$ cat src/rtl/tdm_port_pkg.sv
package tdm_port_pkg;

    typedef enum logic [1:0] {
        RATE_8M = 2'd0,
        RATE_4M = 2'd1,
        RATE_2M = 2'd2
    } rate_e;

    typedef enum logic [1:0] {
        SMP_3Q   = 2'd0,
        SMP_HALF = 2'd1,
        SMP_FULL = 2'd2
    } samp_e;

    typedef enum logic [1:0] {
        ST_HUNT   = 2'd0,
        ST_LOCKED = 2'd1,
        ST_FAULT  = 2'd2
    } sync_state_e;

endpackage

$ cat src/rtl/tdm_frame_timer.sv
module tdm_frame_timer
    import tdm_port_pkg::*;
#(
    parameter int FRAME_TICKS = 4096,
    parameter int TW          = 12
)(
    input  logic          clk,
    input  logic          rst_n,
    input  logic          frame_n,
    output logic [TW-1:0] tick,
    output logic          running,
    output logic          sync_err
);

    localparam logic [TW-1:0] LAST_TICK = TW'(FRAME_TICKS - 1);

    sync_state_e   state_q, state_nx;
    logic [TW-1:0] tick_q;
    logic          wrap, misplaced, missing;

    // Frame-boundary events relative to the running counter
    always_comb begin
        wrap      = (tick_q == LAST_TICK);
        misplaced = !frame_n && !wrap;
        missing   = frame_n && wrap;
    end

    // State register
    always_ff @(posedge clk or negedge rst_n) begin
        if (!rst_n) begin
            state_q <= ST_HUNT;
        end else begin
            state_q <= state_nx;
        end
    end

    // Next-state logic
    always_comb begin
        state_nx = state_q;
        unique case (state_q)
            ST_HUNT:   if (!frame_n) state_nx = ST_LOCKED;
            ST_LOCKED: if (misplaced || missing) state_nx = ST_FAULT;
            ST_FAULT:  state_nx = ST_FAULT;
            default:   state_nx = ST_HUNT;
        endcase
    end

    // Tick counter: a pulse or the frame end restarts it
    always_ff @(posedge clk or negedge rst_n) begin
        if (!rst_n) begin
            tick_q <= '0;
        end else if (!frame_n || wrap) begin
            tick_q <= '0;
        end else if (state_q != ST_HUNT) begin
            tick_q <= tick_q + TW'(1);
        end
    end

    // Outputs
    always_comb begin
        running  = (state_q != ST_HUNT);
        sync_err = (state_q == ST_FAULT);
        tick     = tick_q;
    end

endmodule

$ cat src/rtl/tdm_slot_decode.sv
module tdm_slot_decode
    import tdm_port_pkg::*;
#(
    parameter int TW      = 12,
    parameter int SW      = 7,
    parameter int KW      = 3,
    parameter int BASE_SH = 2
)(
    input  logic [TW-1:0] tick,
    input  logic [1:0]    rate_sel,
    input  logic [1:0]    samp_sel,
    output logic [SW-1:0] slot,
    output logic [KW-1:0] bit_k,
    output logic          bit_end,
    output logic          sample_now
);

    logic [2:0]    shamt;
    logic [TW-1:0] len_m1, phase, samp_pt, bit_glb;

    // Bit length from the selected rate
    always_comb begin
        unique case (rate_e'(rate_sel))
            RATE_8M: shamt = 3'(BASE_SH);
            RATE_4M: shamt = 3'(BASE_SH + 1);
            default: shamt = 3'(BASE_SH + 2);
        endcase
        len_m1 = (TW'(1) << shamt) - TW'(1);
    end

    // Sampling phase within the bit
    always_comb begin
        unique case (samp_e'(samp_sel))
            SMP_HALF: samp_pt = len_m1 >> 1;
            SMP_FULL: samp_pt = len_m1;
            default:  samp_pt = len_m1 - ((len_m1 + TW'(1)) >> 2);
        endcase
    end

    // Position of the current tick in the frame
    always_comb begin
        phase      = tick & len_m1;
        bit_glb    = tick >> shamt;
        bit_k      = bit_glb[KW-1:0];
        slot       = SW'(bit_glb >> KW);
        bit_end    = (phase == len_m1);
        sample_now = (phase == samp_pt);
    end

endmodule

$ cat src/rtl/tdm_tx_lane.sv
module tdm_tx_lane #(
    parameter int SLOTS = 128,
    parameter int SW    = 7,
    parameter int W     = 8,
    parameter int KW    = 3
)(
    input  logic          clk,
    input  logic          rst_n,
    input  logic          wr,
    input  logic [SW-1:0] waddr,
    input  logic [W-1:0]  wdata,
    input  logic          wen_bit,
    input  logic          running,
    input  logic [SW-1:0] slot,
    input  logic [KW-1:0] bit_k,
    input  logic          bit_end,
    input  logic          early,
    output logic          tx_d,
    output logic          tx_oe
);

    localparam logic [KW-1:0] LAST_K = KW'(W - 1);

    logic [W-1:0]     data_q [SLOTS];
    logic [SLOTS-1:0] en_q;
    logic [SLOTS-1:0] hit;

    // Per-slot write decode
    for (genvar i = 0; i < SLOTS; i++) begin : g_hit
        assign hit[i] = wr && (waddr == SW'(i));
    end

    always_ff @(posedge clk or negedge rst_n) begin
        if (!rst_n) begin
            en_q <= '0;
        end else begin
            for (int i = 0; i < SLOTS; i++) begin
                if (hit[i]) en_q[i] <= wen_bit;
            end
        end
    end

    always_ff @(posedge clk) begin
        for (int i = 0; i < SLOTS; i++) begin
            if (hit[i]) data_q[i] <= wdata;
        end
    end

    logic [W-1:0] cur;
    logic         early_gap, drive;

    always_comb begin
        cur       = data_q[slot];
        early_gap = early && bit_end && (bit_k == LAST_K);
        drive     = running && en_q[slot] && !early_gap;
        tx_oe     = drive;
        tx_d      = drive && cur[LAST_K - bit_k];
    end

endmodule

$ cat src/rtl/tdm_rx_lane.sv
module tdm_rx_lane #(
    parameter int SLOTS = 128,
    parameter int SW    = 7,
    parameter int W     = 8,
    parameter int KW    = 3
)(
    input  logic          clk,
    input  logic          rst_n,
    input  logic          running,
    input  logic          sample_now,
    input  logic [SW-1:0] slot,
    input  logic [KW-1:0] bit_k,
    input  logic          rx_d,
    input  logic [SW-1:0] raddr,
    output logic [W-1:0]  rdata,
    output logic          valid,
    output logic [SW-1:0] vslot,
    output logic [W-1:0]  vbyte
);

    logic [W-2:0] sh_q;
    logic [W-1:0] mem_q [SLOTS];
    logic         take, byte_done;
    logic [W-1:0] full_byte;

    always_comb begin
        take      = running && sample_now;
        byte_done = take && (bit_k == KW'(W - 1));
        full_byte = {sh_q, rx_d};
    end

    always_ff @(posedge clk or negedge rst_n) begin
        if (!rst_n) begin
            sh_q  <= '0;
            valid <= 1'b0;
            vslot <= '0;
            vbyte <= '0;
        end else begin
            valid <= byte_done;
            if (take) sh_q <= full_byte[W-2:0];
            if (byte_done) begin
                vslot <= slot;
                vbyte <= full_byte;
            end
        end
    end

    always_ff @(posedge clk) begin
        if (byte_done) mem_q[slot] <= full_byte;
    end

    assign rdata = mem_q[raddr];

endmodule

$ cat src/rtl/tdm_stream_port.sv
module tdm_stream_port
    import tdm_port_pkg::*;
#(
    parameter int SLOTS         = 128,
    parameter int SLOT_BITS     = 8,
    parameter int TICKS_PER_BIT = 4
)(
    input  logic                     clk,
    input  logic                     rst_n,
    input  logic [1:0]               rate_sel,
    input  logic [1:0]               samp_sel,
    input  logic                     early_rel,
    input  logic                     frame_n,
    input  logic                     rx_d,
    output logic                     tx_d,
    output logic                     tx_oe,
    input  logic                     tx_wr,
    input  logic [$clog2(SLOTS)-1:0] tx_waddr,
    input  logic [SLOT_BITS-1:0]     tx_wdata,
    input  logic                     tx_wslot_en,
    input  logic [$clog2(SLOTS)-1:0] rx_raddr,
    output logic [SLOT_BITS-1:0]     rx_rdata,
    output logic                     rx_valid,
    output logic [$clog2(SLOTS)-1:0] rx_slot,
    output logic [SLOT_BITS-1:0]     rx_byte,
    output logic                     sync_err
);

    localparam int SW          = $clog2(SLOTS);
    localparam int KW          = $clog2(SLOT_BITS);
    localparam int BASE_SH     = $clog2(TICKS_PER_BIT);
    localparam int FRAME_TICKS = SLOTS * SLOT_BITS * TICKS_PER_BIT;
    localparam int TW          = $clog2(FRAME_TICKS);

    logic [TW-1:0] tick;
    logic          running;
    logic [SW-1:0] slot;
    logic [KW-1:0] bit_k;
    logic          bit_end, sample_now;

    tdm_frame_timer #(.FRAME_TICKS(FRAME_TICKS), .TW(TW)) timer_i (
        .clk      (clk),
        .rst_n    (rst_n),
        .frame_n  (frame_n),
        .tick     (tick),
        .running  (running),
        .sync_err (sync_err)
    );

    tdm_slot_decode #(.TW(TW), .SW(SW), .KW(KW), .BASE_SH(BASE_SH)) dec_i (
        .tick       (tick),
        .rate_sel   (rate_sel),
        .samp_sel   (samp_sel),
        .slot       (slot),
        .bit_k      (bit_k),
        .bit_end    (bit_end),
        .sample_now (sample_now)
    );

    tdm_tx_lane #(.SLOTS(SLOTS), .SW(SW), .W(SLOT_BITS), .KW(KW)) tx_i (
        .clk     (clk),
        .rst_n   (rst_n),
        .wr      (tx_wr),
        .waddr   (tx_waddr),
        .wdata   (tx_wdata),
        .wen_bit (tx_wslot_en),
        .running (running),
        .slot    (slot),
        .bit_k   (bit_k),
        .bit_end (bit_end),
        .early   (early_rel),
        .tx_d    (tx_d),
        .tx_oe   (tx_oe)
    );

    tdm_rx_lane #(.SLOTS(SLOTS), .SW(SW), .W(SLOT_BITS), .KW(KW)) rx_i (
        .clk        (clk),
        .rst_n      (rst_n),
        .running    (running),
        .sample_now (sample_now),
        .slot       (slot),
        .bit_k      (bit_k),
        .rx_d       (rx_d),
        .raddr      (rx_raddr),
        .rdata      (rx_rdata),
        .valid      (rx_valid),
        .vslot      (rx_slot),
        .vbyte      (rx_byte)
    );

endmodule

$ cat config.mk
export PLATFORM = sky130hd
export DESIGN_NAME = tdm_stream_port
export DESIGN_NICKNAME = d
export VERILOG_FILES = /design/src/rtl/tdm_port_pkg.sv /design/src/rtl/tdm_frame_timer.sv /design/src/rtl/tdm_slot_decode.sv /design/src/rtl/tdm_tx_lane.sv /design/src/rtl/tdm_rx_lane.sv /design/src/rtl/tdm_stream_port.sv
export SDC_FILE = /design/constraint.sdc
export NUM_CORES = 2
export LEC_CHECK = 0
export BUFFER_PORTS_ARGS = -buffer_cell sky130_fd_sc_hd__clkbuf_2
export CAP_MARGIN = 20
export CORE_MARGIN = 5
export CORE_UTILIZATION = 45
export CTS_CLUSTER_SIZE = 16
export DETAILED_ROUTE_END_ITERATION = 6
export PLACE_DENSITY = 0.58
export SYNTH_ARGS = -nofsm -noshare
export SYNTH_HDL_FRONTEND = slang
export SYNTH_HIERARCHICAL = 1
export SYNTH_SLANG_ARGS = --single-unit
$ cat constraint.sdc
create_clock -name clk -period 5.9 [get_ports clk]
set_input_delay 1.18 -clock clk [delete_from_list [all_inputs] [get_ports clk]]
set_output_delay 1.18 -clock clk [all_outputs]
set_load 0.05 [all_outputs]
==> out/metrics.yaml <==
clocking:
  htreeDepth: 4
  cts_buffer_depth: 3
  clk_latency_ps: 860
  cts_inserted_buffers: 220
  clkSinkCount: 2213
  cts_tree: "done"
  root_buffer: "clkbuf_16"
  ctsHoldBuffers: 0
  clk_pin_slew_worst_paths_ps: 60
drt:
  first_pass_iters: 5
  drt.antenna.violating_nets: 0
  drc: 0
  route.detailed.wl_per_inst_um: 29.9
  vias: 44100
  dr.first_iter.drc_count: 4183
  wirelength_um: 226000
  avgViaCountPerCell: 5.83
power:
  power.leakage_nw: 32.7
  powerDensity_nw_per_um2: 323
  vdd_drop_max_v: 0.000236
critical_path:
  worstSetupPathType: "input pin to primary output"
  crit_top_cell: "buf_4"
  critPathMaxStageDelay_ps: 540
  arrival_ps: 4690
  crit_slowest_cell: "nor4bb_2"
  path_cells: "clkbuf_4, buf_4, nor3b_2, buf_12, buf_4, nor4bb_2, o221ai_1, buf_4, a21oi_1, buf_4, a211oi_2, o211ai_1, o31ai_2, o2111ai_2, a21boi_4, buf_4, clkbuf_4"
  critPathLaunchType: "input pin"
  r2r_cells: 9
  crit_fanout: 17
  cp-end-kind: "primary output"
  required_ps: 4720
timing:
  worstMarginPinSlew_ps: 1160
  final-hold-violation-count: 0
  relSlewSlack: 0.226
  fmax_mhz: 170
  fin_tns_setup_ps: 0
  period_share: 0.996
  fin_worst_skew_ps: 25.3
  period_minus_slack_ps: 5870
  setup_viol: 0
  slew_viol_final: 0
floorplan:
  dieArea_sq_um: 205000
  die_h_um: 453
  core-area_sq_um: 195000
  io-pin-count: 60
  die_width_um: 453
  start_util: 0.453
  rows: 162
cells_and_area:
  drive_above_1_share: 0.317
  final_common_cell: "edfxtp_1"
  fin_area_sq_um: 102000
  area_growth_pct: 15.4
  fillerInstances: 15300
  final_cell_mix: "2048 x edfxtp_1, 504 x mux4_2, 391 x buf_4"
  final_nets: 4790
logic_synthesis:
  syn_inst: 4262
  synth-edff-count: 2048
  yosysUniqueCellTypes: 78
  synth_ff_type: "edfxtp_1"
  synthTopCellsByArea: "edfxtp_1 70%, mux4_2 13%, dfrtp_1 4.7%, mux2_2 2.0%, mux2i_1 1.9%"
  synth_top_area_frac: 0.696
  ys_seq_area_frac: 0.743
  ys_warn_count: 6
  synth_top_cell_by_area: "edfxtp_1"
  async_flop_share: 0.0746
  syn_area_per_cell_sq_um: 20.7
  syn_area_sq_um: 88400
  ys_ff_latch: 2213
place:
  dpl.hpwl_um: 141000
  placed_area_sq_um: 94200
  io_buffers: 59
  gp_congestion: 0.857
grt:
  grt_pass1_wl_um: 326000
  track_usage: 0.219
  overflow: 0
  antenna_found_initial: 2
  grt_max_degree: 93
  grt_pass1_vias: 45100
min_path:
  hold_class: "input pin to asynchronous set/reset pin"
run_status:
  status: "finished, final reports clean"
job:
  max-cap-violations: 0
==> synth_stat cells (18+ instances only) <==
| cell | n |
|---|---|
| edfxtp_1 | 2048 |
| nand2_1 | 116 |
| buf_4 | 20 |
| buf_1 | 24 |
| mux4_1 | 42 |
| nor2b_1 | 22 |
| o221ai_1 | 60 |
| a22oi_1 | 19 |
| nor3_1 | 27 |
| dfrtp_1 | 165 |
| mux2i_1 | 171 |
| nand3_1 | 39 |
| nor2_1 | 305 |
| buf_12 | 27 |
| o21ai_0 | 41 |
| o22ai_1 | 34 |
| buf_2 | 56 |
| a21oi_1 | 58 |
| mux2_2 | 158 |
| mux4_2 | 504 |
| clkbuf_1 | 101 |
| inv_1 | 18 |
==> registers in the layout (all words and copies together), names as in the netlist <==
| signal | cells |
|---|---|
| rx_i/mem_q | 1024 |
| tx_i/data_q | 1024 |
| tx_i/en_q | 128 |
| timer_i/tick | 12 |
| rx_i/vbyte | 8 |
| rx_i/sh_q | 7 |
| rx_i/vslot | 7 |
| timer_i/state_q | 2 |
| rx_i/valid | 1 |
==> report_power, final <==
| part | switching, mW | internal [mW] | total, mW |
|---|---|---|---|
| clock | 5.95 | 8.10 | 14.1 |
| combinational | 0.827 | 0.383 | 1.21 |
| sequential | 0.175 | 17.5 | 17.7 |
| total | 6.95 | 26.0 | 32.9 |
==> path summary, 6_finish.rpt <==
| kind | slack (ps) | endpoint | from |
|---|---|---|---|
| max | 30 | tx_d | rate_sel[1] |
| min | 340 | tx_i/en_q[40]$_DFFE_PN0P_ | rst_n |
| max reg2reg | 1670 | rx_i/mem_q[105][6]$_DFFE_PP_ | timer_i/tick[3]$_DFFE_PN0P_ |
| min reg2reg | 480 | rx_i/vslot[6]$_DFFE_PN0P_ | rx_i/vslot[6]$_DFFE_PN0P_ |
| max in group asynchronous | 4260 | tx_i/en_q[101]$_DFFE_PN0P_ | rst_n |
| min in group clk | 480 | rx_i/vslot[6]$_DFFE_PN0P_ | rx_i/vslot[6]$_DFFE_PN0P_ |
==> cell type report <==
cell class | instances | area [sq um] | area share
inverters | 19 | 71.3 | 0.000699
clock inverters | 117 | 1300 | 0.0128
multi-input cells | 1793 | 21300 | 0.209
repair buffers | 495 | 4320 | 0.0423
well taps | 2624 | 3280 | 0.0322
clock buffers | 294 | 6020 | 0.0590
diodes | 1 | 2.50 | 0.0000245
flip-flops and latches | 2213 | 65700 | 0.644
==> critical path: cells and delay by family <==
kind | cells | cell delay [ps]
compound gates | 7 | 1090
buf+inv | 8 | 1570
simple gates | 2 | 810
==> cells by family (layout without fill, tap and decap cells) <==
group / Yosys count / count (layout) / synth area share
AO/OA/AOI/OAI: 287 / 287 / 0.0235
XOR/XNOR: 13 / 13 / 0.00129
adder cells (fa/ha/maj): 15 / 15 / 0.00212
buffers and inverters: 265 / 925 / 0.0196
flip-flops: 2213 / 2213 / 0.743
multiplexers: 875 / 875 / 0.180
other: 2 / 11 / 0.0000850
AND/OR/NAND/NOR: 592 / 593 / 0.0303
==> through the flow <==
step | setup WS [ps] | cells | hold slack (ps) | util | power (mW)
3_3_place_gp | -564 | 7128 | 466 | 0.483 | 19.2
6_report | 26.0 | 7556 | 339 | 0.523 | 32.9
2_1_floorplan | 204 | 4270 | 472 | - | 18.6
5_1_grt | -29.6 | 7556 | 336 | 0.523 | 34.0
3_5_place_dp | -408 | 7131 | 466 | 0.483 | 19.2
4_1_cts | 17.8 | 7552 | 303 | 0.521 | 33.2
==> routing by layer <==
| layer | part of all wire | up-vias | GRT usage | wire, um |
|---|---|---|---|---|
| li1 | - | 18600 | - | - |
| met1 | 0.41 | 23500 | 0.303 | 92800 |
| met2 | 0.50 | 1550 | 0.363 | 113000 |
| met3 | 0.060 | 345 | 0.0336 | 13500 |
| met4 | 0.030 | 0 | 0.0651 | 6880 |
| met5 | 0 | - | 0 | 0 |
==> timing repair <==
| action | 4_1_cts | 5_1_grt |
|---|---|---|
| gates cloned | 2 | 2 |
| buffers inserted | 8 | 0 |
| resized for setup | 21 | 35 |
| pin swaps | 5 | 5 |
| endpoints found under the setup margin | 2 | 1 |
No activity file was read; power rests on OpenSTA's default activity.
